===== config.mk =====
export PLATFORM = sky130hd
export DESIGN_NAME = tpg_top
export DESIGN_NICKNAME = d
export VERILOG_FILES = /design/src/rtl/tpg_pkg.sv /design/src/rtl/tpg_seq.sv /design/src/rtl/tpg_prbs.sv /design/src/rtl/tpg_top.sv
export SDC_FILE = /design/constraint.sdc
export NUM_CORES = 1
export LEC_CHECK = 0
export BUFFER_PORTS_ARGS = -buffer_cell sky130_fd_sc_hd__buf_2
export CORE_MARGIN = 2
export CORE_UTILIZATION = 25
export CTS_BUF_LIST = sky130_fd_sc_hd__clkbuf_4
export CTS_CLUSTER_DIAMETER = 80
export DETAILED_ROUTE_END_ITERATION = 6
export HOLD_SLACK_MARGIN = 0.08
export PLACE_DENSITY_LB_ADDON = 0.3
export REMOVE_ABC_BUFFERS = 1
export SYNTH_ARGS = -nofsm -noshare
export SYNTH_HDL_FRONTEND = slang
export SYNTH_SLANG_ARGS = --single-unit

===== constraint.sdc =====
create_clock -name clk -period 4 [get_ports clk]
set_clock_uncertainty 0.15 [all_clocks]
set_input_delay 0.8 -clock clk [delete_from_list [all_inputs] [get_ports clk]]
set_output_delay 0.8 -clock clk [all_outputs]
set_load 0.02 [all_outputs]

===== src/rtl/tpg_pkg.sv =====
package tpg_pkg;

    localparam int SEL_W = 5;
    localparam int PW    = 23;

    typedef enum logic [SEL_W-1:0] {
        PAT_ONES    = 5'd0,
        PAT_ZEROS   = 5'd1,
        PAT_3IN24   = 5'd2,
        PAT_1IN8    = 5'd3,
        PAT_2IN8    = 5'd4,
        PAT_PULSE   = 5'd5,
        PAT_1IN16   = 5'd6,
        PAT_QRSS    = 5'd7,
        PAT_STRESSA = 5'd8,
        PAT_STRESSB = 5'd9,
        PAT_CH1     = 5'd10,
        PAT_CH2     = 5'd11,
        PAT_CH3     = 5'd12,
        PAT_CH4     = 5'd13,
        PAT_CH6     = 5'd14,
        PAT_PRBS11  = 5'd15,
        PAT_PRBS15  = 5'd16,
        PAT_PRBS20  = 5'd17,
        PAT_PRBS23  = 5'd18
    } pat_e;

    function automatic logic is_lfsr(input logic [SEL_W-1:0] s);
        return (s == PAT_QRSS) || (s == PAT_PRBS11) || (s == PAT_PRBS15) ||
               (s == PAT_PRBS20) || (s == PAT_PRBS23);
    endfunction

    function automatic logic [PW-1:0] pat_len(input logic [SEL_W-1:0] s);
        case (s)
            PAT_3IN24:              return PW'(24);
            PAT_1IN16:              return PW'(16);
            PAT_QRSS, PAT_PRBS20:   return PW'(1048575);
            PAT_STRESSA:            return PW'(768);
            PAT_STRESSB:            return PW'(960);
            PAT_CH1, PAT_CH2:       return PW'(1600);
            PAT_CH3, PAT_CH4:       return PW'(128);
            PAT_CH6:                return PW'(64);
            PAT_PRBS11:             return PW'(2047);
            PAT_PRBS15:             return PW'(32767);
            PAT_PRBS23:             return PW'(8388607);
            default:                return PW'(8);
        endcase
    endfunction

    function automatic logic obit(input logic [7:0] v, input logic [2:0] b);
        return v[3'd7 - b];
    endfunction

    function automatic logic fixed_bit(input logic [SEL_W-1:0] s, input logic [PW-1:0] pos);
        logic [PW-4:0] oct;
        logic [2:0]    b;
        logic          run;
        oct = pos[PW-1:3];
        b   = pos[2:0];
        run = (pos[3:0] == 4'd0);
        case (s)
            PAT_ONES:    return 1'b1;
            PAT_3IN24:   return (pos == PW'(1)) || (pos == PW'(5)) || (pos == PW'(21));
            PAT_1IN8:    return obit(8'h80, b);
            PAT_2IN8:    return obit(8'h42, b);
            PAT_PULSE:   return obit(8'h08, b);
            PAT_1IN16:   return run;
            PAT_STRESSA: begin
                if (oct < 48)      return 1'b1;
                else if (oct < 52) return obit(8'hAA, b);
                else if (oct < 72) return run;
                else if (oct < 76) return obit(8'hAA, b);
                else               return run;
            end
            PAT_STRESSB: begin
                if (oct < 72)       return 1'b1;
                else if (oct < 76)  return obit(8'hAA, b);
                else if (oct < 96)  return obit(8'h10, b);
                else if (oct < 100) return obit(8'hAA, b);
                else                return obit(8'h10, b);
            end
            PAT_CH1:     return (oct < 100) ? 1'b1 : 1'b0;
            PAT_CH2:     return (oct < 100) ? obit(8'h7E, b) : 1'b0;
            PAT_CH3:     return obit(8'h4C, b);
            PAT_CH4:     return obit(8'h40, b);
            PAT_CH6:     return (oct < 7) ? obit(8'hFE, b) : 1'b1;
            default:     return 1'b0;
        endcase
    endfunction

endpackage


===== src/rtl/tpg_seq.sv =====
module tpg_seq
    import tpg_pkg::*;
#(
    parameter int W = PW
) (
    input  logic         clk,
    input  logic         rst,
    input  logic         load,
    input  logic         adv,
    input  logic [W-1:0] len,
    output logic [W-1:0] pos
);

    always_ff @(posedge clk) begin
        if (rst || load)
            pos <= '0;
        else if (adv)
            pos <= (pos == len - W'(1)) ? '0 : pos + W'(1);
    end

endmodule


===== src/rtl/tpg_prbs.sv =====
module tpg_prbs
    import tpg_pkg::*;
#(
    parameter int LW   = 23,
    parameter int ZMAX = 14
) (
    input  logic             clk,
    input  logic             rst,
    input  logic             load,
    input  logic             adv,
    input  logic [SEL_W-1:0] kind,
    output logic             bit_o
);

    localparam int IW = $clog2(LW + 1);
    localparam int ZW = $clog2(ZMAX + 1);

    logic [LW-1:0] sr, sr_nxt, mask;
    logic [IW-1:0] n, t;
    logic [ZW-1:0] zrun;
    logic          raw, fb, force_one;

    always_comb begin
        case (kind)
            PAT_PRBS11: begin n = IW'(11); t = IW'(9);  end
            PAT_PRBS15: begin n = IW'(15); t = IW'(14); end
            PAT_QRSS:   begin n = IW'(20); t = IW'(17); end
            PAT_PRBS20: begin n = IW'(20); t = IW'(3);  end
            default:    begin n = IW'(23); t = IW'(18); end
        endcase
        raw       = sr[n - IW'(1)];
        fb        = sr[n - IW'(1)] ^ sr[t - IW'(1)];
        mask      = (LW'(1) << n) - LW'(1);
        sr_nxt    = ((sr << 1) | LW'(fb)) & mask;
        force_one = (kind == PAT_QRSS) && (zrun == ZW'(ZMAX));
        bit_o     = raw | force_one;
    end

    always_ff @(posedge clk) begin
        if (rst || load) begin
            sr   <= '1;
            zrun <= '0;
        end else if (adv) begin
            sr <= sr_nxt;
            if (kind == PAT_QRSS)
                zrun <= bit_o ? '0 : zrun + ZW'(1);
        end
    end

endmodule


===== src/rtl/tpg_top.sv =====
module tpg_top
    import tpg_pkg::*;
#(
    parameter int LFSR_W = 23,
    parameter int ZMAX   = 14
) (
    input  logic             clk,
    input  logic             rst,
    input  logic             bit_en,
    input  logic             restart,
    input  logic [SEL_W-1:0] pat_sel,
    output logic             bit_out,
    output logic             first_bit
);

    logic [SEL_W-1:0] sel_q;
    logic [PW-1:0]    pos;
    logic             adv, lfsr_bit;

    assign adv = bit_en && !restart;

    always_ff @(posedge clk) begin
        if (rst)
            sel_q <= PAT_ONES;
        else if (restart)
            sel_q <= pat_sel;
    end

    tpg_seq #(.W(PW)) u_seq (
        .clk (clk),
        .rst (rst),
        .load(restart),
        .adv (adv),
        .len (pat_len(sel_q)),
        .pos (pos)
    );

    tpg_prbs #(.LW(LFSR_W), .ZMAX(ZMAX)) u_prbs (
        .clk  (clk),
        .rst  (rst),
        .load (restart),
        .adv  (adv),
        .kind (sel_q),
        .bit_o(lfsr_bit)
    );

    assign bit_out   = is_lfsr(sel_q) ? lfsr_bit : fixed_bit(sel_q, pos);
    assign first_bit = (pos == '0);

endmodule


Word level (Yosys, flattened, before mapping)
Memories as Yosys holds them, arrays and structs flattened. A register that Yosys moved wholly into a read port is not among the register bits.
Index checks and enable logic that the tools add are counted.
{ "word_totals": {"regBits": 55, "latchBits": 0, "ramBits": 0, "rom_bits": 808, "inputBits": 9, "out_inout_bits": 2, "memories": 10} }
{ "classes": {"n_addsub": 7, "n_mul": 0, "div": 0, "n_lt_le_gt_ge": 10, "eq_ne": 22, "n_shift": 1, "muxes": 32, "bitwise": 4, "reduce_logical": 15} }
{ "memory_table": {"columns": ["memory", "depth", "width", "rd", "rd_ports_with_merged_regs", "wr", "line", "rtl"], "rows": [
  ["(no name shown)", 32, 23, 1, 1, 0, "tpg_pkg.sv:34", "case (s)"],
  ["(no name shown)", 8, 1, 1, 0, 0, "tpg_pkg.sv:51", "return v[3'd7 - b];"],
  ["(no name shown)", 8, 1, 1, 0, 0, "tpg_pkg.sv:51", null],
  ["(no name shown)", 8, 1, 1, 0, 0, "tpg_pkg.sv:51", null],
  ["(no name shown)", 8, 1, 1, 0, 0, "tpg_pkg.sv:51", null],
  ["(no name shown)", 8, 1, 1, 0, 0, "tpg_pkg.sv:51", null],
  ["4 more memories", null, null, null, null, null, null, null]
]} }
{ "ops": {"columns": ["operator", "n"], "rows": [
  ["20-bit by 7-bit less-than comparator with 1-bit output, second input constant", 4],
  ["5-bit by 4-bit equality test with 1-bit output, second input constant", 8],
  ["20-bit by 6-bit less-than comparator with 1-bit output, second input constant", 2],
  ["23-bit by 1-bit adder with 23-bit output, second input constant", 1],
  ["23-bit bitwise AND", 1],
  ["23-bit by 1-bit equality test with 1-bit output, second input constant", 1],
  ["23-bit equality test", 1],
  ["23-bit by 3-bit equality test with 1-bit output, second input constant", 1],
  ["23-bit by 5-bit equality test with 1-bit output, second input constant", 1],
  ["23-bit zero test", 1],
  ["1-bit two-way mux", 23],
  ["23-bit two-way mux", 1],
  ["23-bit by 1-bit OR with 23-bit output", 1],
  ["1-bit by 5-bit left shift with 23-bit output, first input constant", 1],
  ["23-bit by 1-bit subtractor with 23-bit output, second input constant", 1],
  ["23-bit by 2-bit subtractor with 23-bit output, second input constant", 1],
  ["5-bit by 3-bit equality test with 1-bit output, second input constant", 4],
  ["20-bit by 3-bit less-than comparator with 1-bit output, second input constant", 1],
  ["5-bit one-hot mux with 4 select lines", 1],
  ["5-bit equality test, second input constant", 3],
  ["5-bit one-hot mux with 3 select lines", 1],
  ["1-bit one-hot mux with 13 select lines", 1],
  ["5-bit by 6-bit less-than comparator with 1-bit output, second input constant", 2],
  ["1-bit binary-select mux with 5-bit select", 2],
  ["other kinds (17)", 27]
]} }

Logic depth before layout (Yosys ltp)
Gate-level depths: netlist (run 1).
{ "depth": {"word_depth": 9, "mapped_depth": 12} }

Hierarchy
From an unflattened synthesis (run 1), not the netlist that was laid out.
{ "hier_totals": {"cells_unflattened": 570, "area_unflattened_um2": 4644.5} }
{ "by_module_without_submodules": {"columns": ["module", "n_inst", "cells_per_inst", "area_per_inst_um2", "seq_area_each_um2"], "rows": [
  ["tpg_seq", 1, 258, 2045.7, 460.4],
  ["tpg_prbs", 1, 165, 1452.6, 540.5],
  ["tpg_top", 1, 147, 1146.1, 320.3]
]} }

Least setup slack after synthesis (run 1)
Ideal clock, no wire load.
{ "synth_path": {"path_type": "register -> register", "start": "reg sel_q[2]", "end": "reg u_prbs.sr[0]", "setup_ps": 117, "arrival_time_ps": 2719, "slack_ps": 1014, "path_stages_with_launch": 12, "n_path_buf": 1, "period_less_slack_ps": 2986, "cell_sequence": "dfxtp_1 -> nor4b_1 -> o21a_1 -> inv_1 -> ha_1 -> buf_1 -> inv_1 -> or2_2 -> o221ai_1 -> o22ai_1 -> mux2i_1 -> nand2_1"} }
{ "synth_via": {"elab_chain_cells": 9, "word_cells_on_any_way": 18, "classes_between": "add/sub (3); eq/ne (4); shift (1); mux (6); bitwise (3); reduce/logical (1)"} }
{ "synth_rtl": {"columns": ["item", "line", "rtl"], "rows": [
  ["start, declared", "tpg_top.sv:16", "logic [SEL_W-1:0] sel_q;"],
  ["start signal, assigned", "tpg_top.sv:26", "sel_q <= pat_sel;"],
  ["5-bit by 3-bit equality test with 1-bit output or 5-bit equality test (tied branches)", "tpg_prbs.sv:24", "case (kind)"],
  ["2-bit OR reduction (no source line)", null, null],
  ["5-bit one-hot mux with 3 select lines", "tpg_prbs.sv:24", null],
  ["5-bit by 1-bit subtractor with 5-bit output", "tpg_prbs.sv:32", "fb = sr[n - IW'(1)] ^ sr[t - IW'(1)];"],
  ["1-bit binary-select mux with 5-bit select", "tpg_prbs.sv:32", null],
  ["1-bit two-way mux (implied by the code)", "tpg_prbs.sv:32", null],
  ["1-bit bitwise XOR", "tpg_prbs.sv:32", null],
  ["23-bit by 1-bit OR with 23-bit output", "tpg_prbs.sv:34", "sr_nxt = ((sr << 1) | LW'(fb)) & mask;"],
  ["23-bit bitwise AND *", "tpg_prbs.sv:34", null],
  ["end signal, assigned", "tpg_prbs.sv:44", "sr <= sr_nxt;"],
  ["end, declared", "tpg_prbs.sv:18", "logic [LW-1:0] sr, sr_nxt, mask;"]
]} }
Mark *: on every way between the ends. The rest lies on a longest branch, timed or not. The select of a mux whose other input is x is not followed.
A chain may end at the register's enable or synchronous reset.

Worst setup path after layout (run 1)
{ "layout_path": {"start": "reg sel_q[0]", "end": "out bit_out"} }
{ "layout_via": {"elab_chain_cells": 8, "word_cells_on_any_way": 31, "classes_between": "add/sub (1); eq/ne (17); mux (5); bitwise (1); reduce/logical (7)"} }
{ "layout_rtl": {"columns": ["item", "line", "rtl"], "rows": [
  ["5-bit by 3-bit equality test with 1-bit output or 5-bit equality test (tied branches)", null, null],
  ["2-bit OR reduction (no source line)", null, null],
  ["5-bit one-hot mux with 3 select lines", "tpg_prbs.sv:24", null],
  ["5-bit by 1-bit subtractor with 5-bit output", "tpg_prbs.sv:31", "raw = sr[n - IW'(1)];"],
  ["1-bit binary-select mux with 5-bit select", "tpg_prbs.sv:31", null],
  ["1-bit two-way mux (implied by the code)", "tpg_prbs.sv:31", null],
  ["1-bit OR", "tpg_prbs.sv:36", "bit_o = raw | force_one;"],
  ["1-bit two-way mux *", "tpg_top.sv:47", "assign bit_out = is_lfsr(sel_q) ? lfsr_bit : fixed_bit(sel_q, pos);"],
  ["end, declared", "tpg_top.sv:12", "output logic bit_out,"]
]} }
Marked as above.

==> metrics.md, run 1 <==
| Metric | Value |
|---|---|
| Clk_lat worst skew | 0.46 ns |
| Placement Rows | 48 |
| Setup-violating endpoint count in the final report | 0 |
| WHS Path Cells | 2 |
| EDFF count, synth | 0 |
| R2r startpoint | u_seq.len[3] |
| Post-layout min period | 3.75 ns |
| Gate count after technology mapping | 564 |
| Mapped Area | 4450 sq um |
| WL final | 11700 um |
| Die area | 18900 sq um |
| Ports | 11 |
| Reg2Reg Depth | 9 |
| Setup TNS | 0 ns |
| Compound-cell area share of the yosys netlist | 0.205 |
| Multi-input logic area | 2870 sq um |
| Initial antenna violation count | 1 |
| Max Clock Freq | 266 MHz |
| Final slew viol count | 0 |
| Reg-to-Reg End | u_seq.pos[1] |
| Clk pin slew, worst setup/hold paths | 0.12 ns |
| Post-Synth Simple-Gate Area | 0.271 |
| Drt drc | 0 |
| Routed vias/inst | 5.17 |
| Hpwl dp | 8490 um |
| Max Cap Viol | 0 |
| Antenna Violating Nets Remaining | 0 |
| FF/Latch Area | 1320 sq um |
| CP arrival | 2.80 ns |
| Initial Utilization | 0.256 |
| IO buf count | 10 |
| Reg2reg setup slack | 0.65 ns |
| CP endpoint kind | output pin |
| Largest net degree at the start of global routing | 22 |
| CTS tree | done |
| Commonest non-fill, non-tap cell in the layout | dfxtp_1 |
| Outcome | finished clean |
| Final hold vios | 0 |
| Die height | 137 um |
| Xor/xnor cell area share of the yosys netlist | 0.0867 |
| CP Data Required Time | 3.05 ns |
| NumNets Final | 575 |
| CTS sink cnt | 66 |
| Multiplexer share of the synthesized area | 0.0293 |
| Post-route core utilization | 0.275 |
| Async set or reset register ratio after synthesis | 0 |
| Synth Area in Adders | 0.0501 |
| GRT Total Usage | 0.128 |
| Max VDD drop | 114 uV |
| Prevailing post-synth register cell | dfxtp_1 |
| First-pass GRT wire length | 19000 um |
| Die width | 137 um |
| Hold crit path type | reg -> reg |
| DR pass1 iterations | 6 |
| Total clock buffers created by CTS | 9 |
| Vias | 4030 |
| CTS Hold Bufs | 0 |
| RSZ-0062 raised after global routing | false |
| Worst Setup Start Kind | register |
| Hold Crit Start | u_prbs.sr[11] |
| Layout filler cell count | 1876 |
| Core Region | 17400 sq um |
| Syn-to-layout area delta | 7.51% |
| Headroom to the max-slew limit | 0.566 |
| Commonest cells after routing, fill and taps aside | dfxtp_1 (64), nand2_1 (57), nor2_1 (37) |
| Crit Path Class | reg -> out |
| Placer Congestion | 0.904 |
| Root buffer cell | clkbuf_4 |
| Power per standard cell area | 280 nW/um^2 |
| Drt first-iter violations | 404 |
| Remaining Overflow, GRT | 0 |
| Number of H-tree levels | 3 |
| Critical Path Fanout Max | 14 |
| Worst Hold End | u_prbs.sr[12] |
| Syn Area/Cell | 7.88 sq um |
| Largest family of logic cells by synthesized area | simple AND/OR/NAND/NOR gates |
| Final worst-path cycle share | 0.939 |
| Maximum buffer depth of the clock tree | 2 |
| YS warnings | 0 |
| Post-synthesis sequential area ratio | 0.297 |
| Power Total | 1340 uW |
| Vias in the first global route | 3773 |
| Drt wl/cell | 14.9 um |
| Worst slew pin tran | 0.646 ns |
| Synth cell types | 66 |
| Seq cells post-synth | 66 |
| Pleak | 0.00169 uW |
| Share of cells above drive strength 1 | 0.114 |
worst max-delay path, cell delays in order (launching register included):
cell	delay, ns
dfxtp_1	0.62
nand4b_1	0.35
inv_1	0.30
nor3b_1	0.07
nand4b_1	0.31
a221oi_1	0.35
o211ai_1	0.15
buf_2	0.19
cells by family after synthesis:
group,after synthesis
XOR/XNOR,44
other,1
AND/OR/NAND/NOR,226
AO/OA/AOI/OAI,129
flip-flops,66
adder cells (fa/ha/maj),18
multiplexers,13
buffers and inverters,67
synthesized netlist by cell type, drive strengths merged, types with 4 or more instances:
| library cell | n | area (sq um) |
|---|---|---|
| dfxtp | 66 | 1320 |
| nand2 | 57 | 214 |
| nor2 | 57 | 264 |
| clkbuf | 39 | 146 |
| a21oi | 28 | 140 |
| nand3 | 26 | 130 |
| xnor2 | 26 | 228 |
| inv | 22 | 82.6 |
| o21ai | 22 | 110 |
| xor2 | 18 | 158 |
| ha | 17 | 213 |
| nor4 | 14 | 93.8 |
| mux2i | 13 | 130 |
| nor3 | 12 | 65.1 |
| a31oi | 11 | 68.8 |
| nand2b | 10 | 62.6 |
| a221o | 8 | 80.1 |
| o211ai | 7 | 52.6 |
| a211oi | 6 | 45.0 |
| nor3b | 6 | 45.0 |
| nor4b | 6 | 58.8 |
| buf | 5 | 36.3 |
| nand4 | 5 | 31.3 |
| or3 | 5 | 31.3 |
| a311o | 4 | 40.0 |
| a32o | 4 | 40.0 |
| nor2b | 4 | 25.0 |
| o2111ai | 4 | 35.0 |
| or2 | 4 | 25.0 |
final cells by class:
cell class | instances | share of cell area
Clock buffer | 9 | 0.0141
Antenna cell | 1 | 0.000523
Timing Repair Buffer | 17 | 0.0215
Clock inverter | 7 | 0.00942
Inverter | 23 | 0.0181
Tap cell | 225 | 0.0589
Sequential cell | 66 | 0.277
Multi-Input combinational cell | 432 | 0.601
state kept, by name (all words and copies together), names as in the netlist:
name and flops:
u_prbs.sr 23, u_seq.pos 23, u_seq.len 11, sel_q 5
u_prbs.zrun 4
metrics by stage:
step / setup WS (ns) / area, sq um / instances / hold slack [ns]
2_1_floorplan: 0.0162 / 4270 / 521 / 0.294
3_3_place_gp: 0.771 / 4660 / 763 / 0.315
3_5_place_dp: 0.664 / 4660 / 763 / 0.324
4_1_cts: 0.149 / 4780 / 779 / 0.344
5_1_grt: 0.00702 / 4780 / 780 / 0.376
6_report: 0.246 / 4780 / 780 / 0.347
how the worst max path moves through the flow:
stage / from / end / slack, ns / depth (start not counted)
after floorplan: u_seq.len[3] / u_seq.pos[0] / 0.02 / 9
after global placement: u_seq.len[3] / u_seq.pos[1] / 0.77 / 9
after detailed placement: sel_q[1] / bit_out / 0.66 / 7
after CTS: sel_q[1] / bit_out / 0.15 / 7
after global routing: sel_q[0] / bit_out / 0.007 / 7
final: sel_q[0] / bit_out / 0.25 / 7
where the power goes:
part           internal (uW)  switching (uW)
sequential               676            35.3
clock                    126             276
combinational           90.5             137
total                    893             448
timing repair:
| item | 4_1_cts | 5_1_grt |
|---|---|---|
| resized for setup | 0 | 2 |
| buffers inserted | 0 | 0 |
| endpoints found under the setup margin | 0 | 1 |
layer usage:
layer	track usage	up-vias	share of wire
met5	0	-	0
met4	0.0550	0	0.023
met3	0.0327	16	0.033
met2	0.211	74	0.48
met1	0.159	1933	0.46
li1	-	2007	-
Note: power is estimated with default switching activity, not from simulation.
==> run 2: changes to the inputs <==
--- a/config.mk
+++ b/config.mk
@@ -5,6 +5,7 @@
 export SDC_FILE = /design/constraint.sdc
 export NUM_CORES = 1
 export LEC_CHECK = 0
+export ABC_AREA = 1
 export BUFFER_PORTS_ARGS = -buffer_cell sky130_fd_sc_hd__buf_2
 export CORE_MARGIN = 2
 export CORE_UTILIZATION = 25
==> run 2 against run 1 <==
  * Combinational power rose by 20%
  * Final area rose by 4.6%
  * Clock power rose by 8.2%
  * Global-route usage rose by 0.37 points
  * Hold slack got worse by 0.012 ns
  * Sequential cell count did not move
  * Wire length rose by 5.2%
  * Register-to-register slack improved by 0.61 ns
  * Sequential power barely moved
  * Sequential share of layout area fell by 1.3 points
  * Total power rose by 5.8%
  * Critical endpoint unchanged
==> metrics.md, run 2 <==
| Metric | Value |
|---|---|
| Outcome | finished clean |
| Worst hold slack | 0.335 ns |
| Final worst-path cycle share | 0.879 |
| Die height | 139 um |
| Power Internal | 917 uW |
| P_sw | 501 uW |
| Post-synthesis sequential area ratio | 0.290 |
| Clk pin slew, worst setup/hold paths | 0.13 ns |
| Prevailing post-synth register cell | dfxtp_1 |
| Placement Rows | 49 |
| Number of H-tree levels | 3 |
| Seq cells post-synth | 66 |
| Post-route cell area | 5000 sq um |
| Hold crit path type | reg -> reg |
| Multi-input logic area | 2820 sq um |
| First-pass GRT wire length | 20800 um |
| IO buf count | 10 |
| Syn-to-layout area delta | 9.57% |
| Vias | 4320 |
| Final WS setup | 0.483 ns |
| Core Region | 18000 sq um |
| EDFF count, synth | 0 |
| Top post-synthesis cells by count | nand2_1 (147), inv_1 (91), nor2_1 (89) |
| CP endpoint kind | output pin |
| Root buffer cell | clkbuf_4 |
| Gate count after technology mapping | 697 |
| Power per standard cell area | 284 nW/um^2 |
| DR pass1 iterations | 5 |
| Worst slew pin tran | 0.786 ns |
| RSZ-0062 raised after global routing | false |
| Drt first-iter violations | 294 |
| Ports | 11 |
| Maximum buffer depth of the clock tree | 2 |
| Setup bufs post-CTS | 0 |
| Async set or reset register ratio after synthesis | 0 |
| Commonest non-fill, non-tap cell in the layout | nand2_1 |
| CTS Hold Bufs | 0 |
| WL final | 12300 um |
| Remaining Overflow, GRT | 0 |
| Critical Path Fanout Max | 6 |
| Synth area leaders | dfxtp_1 (29%), nand2_1 (12%), nand3_1 (8.6%) |
| Setup-violating endpoint count in the final report | 0 |
| Pre-CTS WS | 0.975 ns |
| Max Clock Freq | 284 MHz |
| Share of cells above drive strength 1 | 0.101 |
| Vias in the first global route | 4132 |
| Clk_lat worst skew | 0.47 ns |
| CP Data Required Time | 3.05 ns |
| Post-layout min period | 3.52 ns |
| CTS tree | done |
| Commonest cells after routing, fill and taps aside | nand2_1 (147), inv_1 (91), nor2_1 (88) |
| Crit Path Class | reg -> out |
| Max Cap Viol | 0 |
| Setup TNS | 0 ns |
| Worst Setup Start Kind | register |
| Most area-hungry cell type in the Yosys netlist | dfxtp_1 |
| CTS resizes | 0 |
| NumNets Final | 735 |
| Antenna Violating Nets Remaining | 0 |
| Most common cell in the netlist | nand2_1 |
| Largest net degree at the start of global routing | 20 |
| Mapped Area | 4560 sq um |
| Die area | 19300 sq um |
| Hpwl dp | 9530 um |
| Max VDD drop | 179 uV |
| CP arrival | 2.57 ns |
| Switching Share | 0.353 |
| YS warnings | 0 |
| Dpl cell area | 4860 sq um |
| Syn Area/Cell | 6.55 sq um |
| Reg power frac | 0.500 |
| Final hold vios | 0 |
| Placer Congestion | 0.910 |
| Initial Utilization | 0.254 |
| Clock power share | 0.307 |
| GRT Total Usage | 0.132 |
| Headroom to the max-slew limit | 0.472 |
| FF/Latch Area | 1320 sq um |
| Synth cell types | 45 |
| Routed vias/inst | 4.57 |
| Drt drc | 0 |
| Pleak | 0.00222 uW |
| Initial antenna violation count | 2 |
| Layout filler cell count | 2033 |
| Total clock buffers created by CTS | 9 |
| Synth top area share | 0.290 |
| Die width | 139 um |
| CTS sink cnt | 66 |
| Drt wl/cell | 13.0 um |
| Logic gate share of total power | 0.193 |
| Final slew viol count | 0 |
==> run 2: cell count changes in the layout (fill, tap and decap cells not counted), moves of 13 or more <==
cell	previous run	this run
nand2_1	57	147
inv_1	22	91
nand3_1	26	78
nor2_1	37	88
xnor2_1	26	6
nand4_1	5	19
mux2i_1	13	0
==> run 2: final timing paths <==
kind | start | endpoint | slack, ns | cells after the start
max | sel_q[0] | bit_out | 0.48 | 13
max reg2reg | sel_q[4] | u_prbs.sr[0] | 1.26 | 16
min | u_prbs.sr[16] | u_prbs.sr[17] | 0.33 | 2
min reg2reg | u_prbs.sr[16] | u_prbs.sr[17] | 0.33 | 2
==> run 2: cell families after synthesis <==
family,count (synthesis),share of synthesized area
flops,66,0.290
simple gates,401,0.420
fa+ha+maj,17,0.0466
compound gates,71,0.0889
buf+inv,109,0.0927
other cells,1,0.000822
xor+xnor,32,0.0614
==> run 2: layout make-up <==
| cell class | count | share of cell area |
|---|---|---|
| multi-input cells | 523 | 0.565 |
| diodes | 2 | 0.00100 |
| inverters | 96 | 0.0721 |
| clock buffers | 9 | 0.0135 |
| flip-flops and latches | 66 | 0.264 |
| well taps | 229 | 0.0573 |
| clock inverters | 7 | 0.0123 |
| repair buffers | 13 | 0.0145 |
==> run 2: metrics by stage <==
stage               cells  utilization  total power [uW]
CTS                   943        0.278              1440
global placement      927        0.271              1000
floorplan             685            -               926
global route          945        0.278              1510
finish                945        0.278              1420
detailed placement    927        0.271               998
==> run 2: power groups by stage <==
stage               Clock (uW)  Sequential (uW)  Combinational [uW]
floorplan                    0              716                 210
global placement             0              724                 277
detailed placement           0              724                 274
CTS                        454              710                 275
global route               479              714                 313
finish                     435              710                 273
==> run 2: critical path, stage by stage, from the launching register on <==
cell and delay, ns:
dfxtp_1 0.41, inv_1 0.07, nor2_1 0.22, nand3_2 0.20
nand2_2 0.19, inv_1 0.07, nand3_2 0.10, o21ai_1 0.07
a21oi_1 0.16, inv_1 0.10, o21ai_1 0.11, o21ai_0 0.12
nand3_1 0.11, buf_2 0.17
==> run 2: per-layer routing <==
| metal | share of wire | track usage | wire, um |
|---|---|---|---|
| met3 | 0.048 | 0.0352 | 589 |
| met4 | 0.013 | 0.0362 | 154 |
| met5 | 0 | 0 | 0 |
| met2 | 0.43 | 0.203 | 5330 |
| met1 | 0.51 | 0.183 | 6200 |
